### src/rtl/hp_pkg.sv
package hp_pkg;
    typedef enum logic [1:0] {
        HP_IDLE  = 2'd0,
        HP_READ  = 2'd1,
        HP_WRITE = 2'd2
    } hp_state_e;
endpackage

### src/rtl/hp_sync.sv
module hp_sync #(
    parameter int              W       = 1,
    parameter int              STAGES  = 2,
    parameter logic [W-1:0]    RST_VAL = '0
) (
    input  logic         clk,
    input  logic         rst_n,
    input  logic [W-1:0] async_i,
    output logic [W-1:0] sync_o
);
    logic [W-1:0] stage_q [STAGES];
    logic [W-1:0] stage_d [STAGES];

    always_comb begin
        stage_d[0] = async_i;
    end

    for (genvar s = 1; s < STAGES; s++) begin : g_chain
        always_comb begin
            stage_d[s] = stage_q[s-1];
        end
    end

    for (genvar s = 0; s < STAGES; s++) begin : g_reg
        always_ff @(posedge clk or negedge rst_n) begin
            if (!rst_n) stage_q[s] <= RST_VAL;
            else        stage_q[s] <= stage_d[s];
        end
    end

    assign sync_o = stage_q[STAGES-1];
endmodule

### src/rtl/hp_regfile.sv
module hp_regfile #(
    parameter int DW    = 16,
    parameter int DEPTH = 8,
    localparam int AW   = $clog2(DEPTH)
) (
    input  logic          clk,
    input  logic          rst_n,
    input  logic          we,
    input  logic [AW-1:0] waddr,
    input  logic [DW-1:0] wdata,
    input  logic [AW-1:0] raddr,
    output logic [DW-1:0] rdata
);
    logic [DW-1:0] rf_q [DEPTH];
    logic [DW-1:0] rf_d [DEPTH];

    always_comb begin
        for (int i = 0; i < DEPTH; i++) rf_d[i] = rf_q[i];
        if (we) rf_d[waddr] = wdata;
    end

    always_ff @(posedge clk or negedge rst_n) begin
        if (!rst_n) begin
            for (int i = 0; i < DEPTH; i++) rf_q[i] <= '0;
        end else begin
            for (int i = 0; i < DEPTH; i++) rf_q[i] <= rf_d[i];
        end
    end

    assign rdata = rf_q[raddr];

    // a write pulse lands in the addressed slot
    p_write_lands_r2: assert property (@(posedge clk) disable iff (!rst_n)
        we |=> rf_q[$past(waddr)] == $past(wdata));
endmodule

### src/rtl/hp_ctrl.sv
module hp_ctrl
    import hp_pkg::*;
#(
    parameter int DW = 16,
    parameter int AW = 3
) (
    input  logic          clk,
    input  logic          rst_n,
    input  logic          mode_mux,
    input  logic          mode_ds,
    input  logic          sel_n,
    input  logic          stb_a_n,
    input  logic          stb_b_n,
    input  logic          ale,
    input  logic [AW-1:0] addr,
    input  logic [DW-1:0] din,
    input  logic [DW-1:0] rdata,
    output logic [AW-1:0] raddr,
    output logic          we,
    output logic [AW-1:0] waddr,
    output logic [DW-1:0] wdata,
    output logic [DW-1:0] hdout,
    output logic          hdoe,
    output logic          hack_n
);
    typedef struct packed {
        hp_state_e     state;
        logic          act;
        logic [AW-1:0] addr;
        logic [AW-1:0] alat;
        logic [DW-1:0] wdata;
        logic          we;
    } ctrl_t;

    ctrl_t c_q, c_d;
    logic  act, start, stop, is_read;

    always_comb begin
        if (mode_ds) act = !stb_a_n && !sel_n;
        else         act = (!stb_a_n || !stb_b_n) && !sel_n;
        if (mode_mux && ale) act = 1'b0;
        is_read = mode_ds ? stb_b_n : stb_a_n;
        start   = act && !c_q.act;
        stop    = !act && c_q.act;

        c_d     = c_q;
        c_d.act = act;
        c_d.we  = 1'b0;
        if (ale) c_d.alat = din[AW-1:0];
        if (start) begin
            c_d.state = is_read ? HP_READ : HP_WRITE;
            c_d.addr  = mode_mux ? c_q.alat : addr;
            c_d.wdata = din;
        end else if (act && c_q.state == HP_WRITE) begin
            c_d.wdata = din;
        end
        if (stop) begin
            c_d.state = HP_IDLE;
            c_d.we    = (c_q.state == HP_WRITE);
        end
    end

    always_ff @(posedge clk or negedge rst_n) begin
        if (!rst_n) begin
            c_q <= '{state: HP_IDLE, act: 1'b0, addr: '0, alat: '0,
                     wdata: '0, we: 1'b0};
        end else begin
            c_q <= c_d;
        end
    end

    assign raddr  = c_q.addr;
    assign waddr  = c_q.addr;
    assign wdata  = c_q.wdata;
    assign we     = c_q.we;
    assign hdoe   = (c_q.state == HP_READ);
    assign hdout  = hdoe ? rdata : '0;
    assign hack_n = (c_q.state == HP_IDLE);

    // read data only driven while acknowledging
    p_oe_with_ack_r3: assert property (@(posedge clk) disable iff (!rst_n)
        hdoe |-> !hack_n);
    // read data holds steady through the read
    p_read_stable_r3: assert property (@(posedge clk) disable iff (!rst_n)
        (c_q.state == HP_READ && $past(c_q.state) == HP_READ) |-> $stable(hdout));
    // a commit only follows a write cycle that has just closed
    p_we_after_write_r2: assert property (@(posedge clk) disable iff (!rst_n)
        we |-> (hack_n && $past(c_q.state) == HP_WRITE));
    // acknowledge released once the active term drops
    p_ack_release_r4: assert property (@(posedge clk) disable iff (!rst_n)
        $fell(c_q.act) |-> hack_n);
endmodule

### src/rtl/hostport_slave.sv
module hostport_slave #(
    parameter int DW     = 16,
    parameter int DEPTH  = 8,
    parameter int STAGES = 2,
    localparam int AW    = $clog2(DEPTH)
) (
    input  logic          clk,
    input  logic          rst_n,
    input  logic          mode_mux,
    input  logic          mode_ds,
    input  logic          hsel_n,
    input  logic          hstb_a_n,
    input  logic          hstb_b_n,
    input  logic          hale,
    input  logic [AW-1:0] haddr,
    input  logic [DW-1:0] hdin,
    output logic [DW-1:0] hdout,
    output logic          hdoe,
    output logic          hack_n
);
    localparam int CW = 4;
    localparam int BW = AW + DW;

    logic [CW-1:0] ctl_s;
    logic [BW-1:0] bus_s;
    logic          we;
    logic [AW-1:0] waddr, raddr;
    logic [DW-1:0] wdata, rdata;

    hp_sync #(.W(CW), .STAGES(STAGES), .RST_VAL(4'b1110)) i_ctl_sync (
        .clk(clk), .rst_n(rst_n),
        .async_i({hsel_n, hstb_a_n, hstb_b_n, hale}),
        .sync_o(ctl_s)
    );

    hp_sync #(.W(BW), .STAGES(STAGES), .RST_VAL('0)) i_bus_sync (
        .clk(clk), .rst_n(rst_n),
        .async_i({haddr, hdin}),
        .sync_o(bus_s)
    );

    hp_ctrl #(.DW(DW), .AW(AW)) i_ctrl (
        .clk(clk), .rst_n(rst_n),
        .mode_mux(mode_mux), .mode_ds(mode_ds),
        .sel_n(ctl_s[3]), .stb_a_n(ctl_s[2]), .stb_b_n(ctl_s[1]), .ale(ctl_s[0]),
        .addr(bus_s[BW-1:DW]), .din(bus_s[DW-1:0]),
        .rdata(rdata), .raddr(raddr),
        .we(we), .waddr(waddr), .wdata(wdata),
        .hdout(hdout), .hdoe(hdoe), .hack_n(hack_n)
    );

    hp_regfile #(.DW(DW), .DEPTH(DEPTH)) i_rf (
        .clk(clk), .rst_n(rst_n),
        .we(we), .waddr(waddr), .wdata(wdata),
        .raddr(raddr), .rdata(rdata)
    );
endmodule

### config.mk
export PLATFORM = sky130hd
export DESIGN_NAME = hostport_slave
export DESIGN_NICKNAME = d
export VERILOG_FILES = /design/src/rtl/hp_pkg.sv /design/src/rtl/hp_sync.sv /design/src/rtl/hp_regfile.sv /design/src/rtl/hp_ctrl.sv /design/src/rtl/hostport_slave.sv
export SDC_FILE = /design/constraint.sdc
export NUM_CORES = 1
export LEC_CHECK = 0
export CORE_MARGIN = 2
export CORE_UTILIZATION = 59
export DETAILED_ROUTE_END_ITERATION = 10
export PLACE_DENSITY = 0.79
export REMOVE_ABC_BUFFERS = 1
export SYNTH_ARGS = -nofsm -noshare
export SYNTH_HDL_FRONTEND = slang
export SYNTH_SLANG_ARGS = --single-unit
### constraint.sdc
create_clock -name clk -period 2.64 [get_ports clk]
set_input_delay 0.528 -clock clk [delete_from_list [all_inputs] [get_ports clk]]
set_output_delay 0.528 -clock clk [all_outputs]
set_load 0.01 [all_outputs]
==> run_results.csv <==
group,metric,value,unit
worst_hold_path,holdCritPathClass,"input port to asynchronous set/reset pin",
floorplanning,fp.dieArea,14800,µm²
layout,diodes,0,
clock_network,clockBufferDepth,2,
routing,vias,4740,
placed_design,post-place-cells,753,
layout,fin_util,0.705,
logic_synthesis,synth.top_cell.area_share,0.593,
clock_network,numCtsBuffers,17,
grt,grt.total_usage,0.249,
routing,ant_nets,0,
routing,first_pass_iters,5,
power_and_ir_drop,ir_drop,703,µV
layout,area_growth,18.1,%
outcome,status,"finished clean",
logic_synthesis,synthTopCellsByArea,"dfrtp_1 59%, mux2_2 19%, mux2i_1 7.6%",
placed_design,placed_area,8920,µm²
routing,drc,0,
logic_synthesis,ys.warnings.count,0,
timing,fin_crit_sh,0.964,
layout,drive_gt1_frac,0.408,
clock_network,htreeDepth,4,
power_and_ir_drop,power_density,925,nW/µm²
layout,stdcell_area,9670,µm²
placed_design,place_ws,121,ps
clock_network,cts_hold_buf,0,
logic_synthesis,synth_most_common_cell,"dfrtp_1",
floorplanning,pin_count,45,
placed_design,place.port_buffers,44,
logic_synthesis,syn_area,8190,µm²
grt,grt_pass1_wl,27400,µm
timing,final-hold-violation-count,0,
placed_design,hpwl,9890,µm
routing,wl,17000,µm
timing,finalSetupViolations,0,
grt,grt_pass1_vias,5027,
worst_setup_path,critPathArrivalTime,2020,ps
layout,layout.nets,636,
placed_design,globalplace.congestion,0.799,
clock_network,cts_tree,"done",
logic_synthesis,yosys.area.top_type,"dfrtp_1",
worst_setup_path,worstSetupStartpoint,"i_ctrl.raddr[1]$_DFFE_PN0P_",
layout,nFillCells,940,
timing,max_freq,0.393,GHz
logic_synthesis,syn_area_per_cell,15.3,µm²
floorplanning,rows,43,
floorplanning,core_area,13700,µm²
logic_synthesis,yosysUniqueCellTypes,38,
power_and_ir_drop,p_leak,4.72,nW
worst_setup_path,reg2regPathDepth,5,
timing,rsz0062_at_grt,"false",
power_and_ir_drop,total_power,8.94,mW
layout,multi_input_area,3030,µm²
worst_setup_path,start_kind,"flop",
routing,via_per_inst,5.93,
routing,wire_per_inst,21.2,µm
timing,drv_slew,0,
timing,max-slew-margin-rel,0.203,
logic_synthesis,synth_common_cells,"194 x dfrtp_1, 137 x mux2_2, 62 x mux2i_1",
logic_synthesis,ys_seq_area_frac,0.612,
run,maxCapViolCount,0,
clock_network,cts.sink_count,200,
floorplanning,die_w,122,µm
floorplanning,initial_core_util,0.597,
clock_network,clk_pin_slew,60,ps
logic_synthesis,synth_enable_flop_cells,0,
timing,worst-slew-pin-transition,1200,ps
layout,final_cells,800,
worst_setup_path,worst_ep_required_time,2110,ps
grt,grt_overflow,0,
routing,drtIter0Drc,351,
timing,finalClockSkew,9.15,ps
worst_setup_path,r2r_end,"i_rf.rf_q[19]$_DFFE_PN0P_",
worst_setup_path,crit_path_end,"hdout[0]",
clock_network,cts-root-buf,"clkbuf_16",
timing,period_needed,2550,ps
floorplanning,die_y,122,µm
worst_setup_path,path_class,"flop to output pin",
timing,fin_ws,94.6,ps
worst_setup_path,end_kind,"output pin",
worst_setup_path,reg2reg_from,"i_ctrl.raddr[0]$_DFFE_PN0P_",
layout,seqCellArea,5020,µm²
worst_setup_path,cp_max_fo,17,
logic_synthesis,yosys_register_bits,200,
logic_synthesis,synthCells,536,
clock_network,clk_latency,430,ps
grt,grt_start_max_net_pins,72,
logic_synthesis,async_flop_share,1.00,
worst_setup_path,reg2reg_slack,210,ps
grt,antenna_found_initial,0,
logic_synthesis,synthFlopType,"dfrtp_1",
==> layout make-up <==
| type | instances | area share |
|---|---|---|
| clock inverters | 11 | 0.0127 |
| multi-input cells | 301 | 0.313 |
| repair buffers | 82 | 0.0821 |
| flip-flops and latches | 200 | 0.519 |
| clock buffers | 21 | 0.0486 |
| well taps | 180 | 0.0233 |
| inverters | 5 | 0.00194 |
==> stage by stage <==
stage,TNS [ps],hold slack (ps)
after floorplan,-129800,232
after detailed placement,0,335
after CTS,-147,104
after global placement,0,331
after global routing,0,139
final,0,101
==> what timing repair did <==
| item | CTS | global route |
|---|---|---|
| setup buffers | 12 | 1 |
| setup endpoints to repair | 16 | 8 |
| gates resized for setup | 36 | 17 |
| cloned | 2 | 0 |
| pin swaps | 3 | 1 |
==> flip-flops by register name, indices dropped and copies added (netlist names) <==
signal              flops
i_bus_sync.stage_d     19
i_rf.rf_q             128
i_ctrl.c_q              6
i_ctrl.we               1
i_ctl_sync.sync_o       4
i_ctrl.wdata           16
i_ctl_sync.stage_d      4
i_ctrl.raddr            3
i_bus_sync.sync_o      19
==> routing by layer <==
layer  track usage  wire length [µm]
met5             0                 0
met4        0.0855               328
met2         0.399              8420
met3        0.0585               811
met1         0.337              7410
==> cells by family (layout without fill, tap and decap cells) <==
group | count (synthesis) | after routing | share of synthesized area
multiplexers | 209 | 209 | 0.282
AND/OR/NAND/NOR | 29 | 29 | 0.0270
adder cells (fa/ha/maj) | 2 | 2 | 0.00305
AO/OA/AOI/OAI | 61 | 61 | 0.0513
flip-flops | 200 | 200 | 0.612
buffers and inverters | 35 | 119 | 0.0243
==> critical path, stage by stage (launching register included) <==
cell	delay, ps
dfrtp_1	410
buf_4	170
nand2_1	80
buf_6	220
o22ai_1	140
o31a_1	260
dlygate4sd2_1	290
==> where the power goes <==
part	switching [mW]	internal (mW)
clock	1.13	1.47
combinational	0.849	1.16
sequential	0.532	3.81
total	2.51	6.44
==> worst min-delay path by stage <==
stage	endpoint	start
after floorplan	i_bus_sync.stage_d[0]$_DFF_PN0_	rst_n
after global placement	i_bus_sync.sync_o[12]$_DFF_PN0_	i_bus_sync.stage_d[12]$_DFF_PN0_
after detailed placement	i_bus_sync.sync_o[0]$_DFF_PN0_	i_bus_sync.stage_d[0]$_DFF_PN0_
after CTS	i_rf.rf_q[56]$_DFFE_PN0P_	rst_n
after global routing	i_bus_sync.stage_d[8]$_DFF_PN0_	rst_n
final	i_bus_sync.stage_d[7]$_DFF_PN0_	rst_n
==> cell usage in the layout, fill, tap and decap left out, drive strengths merged, types with 4 or more instances in the layout <==
cell           Yosys  routed
a211oi             5       5
a21oi              9       9
buf               27      39
clkbuf             3      30
clkdlybuf4s50      0      27
clkinv             0       5
clkinvlp           0       4
dfrtp            194     194
dfstp              6       6
dlygate4sd2        0       6
inv                5       5
mux2             147     147
mux2i             62      62
nand2b             4       4
nor2               9       9
nor3b              5       5
o21a              10      10
o22ai             25      25
o31a               5       5
Note: power is estimated with default switching activity, not from simulation.
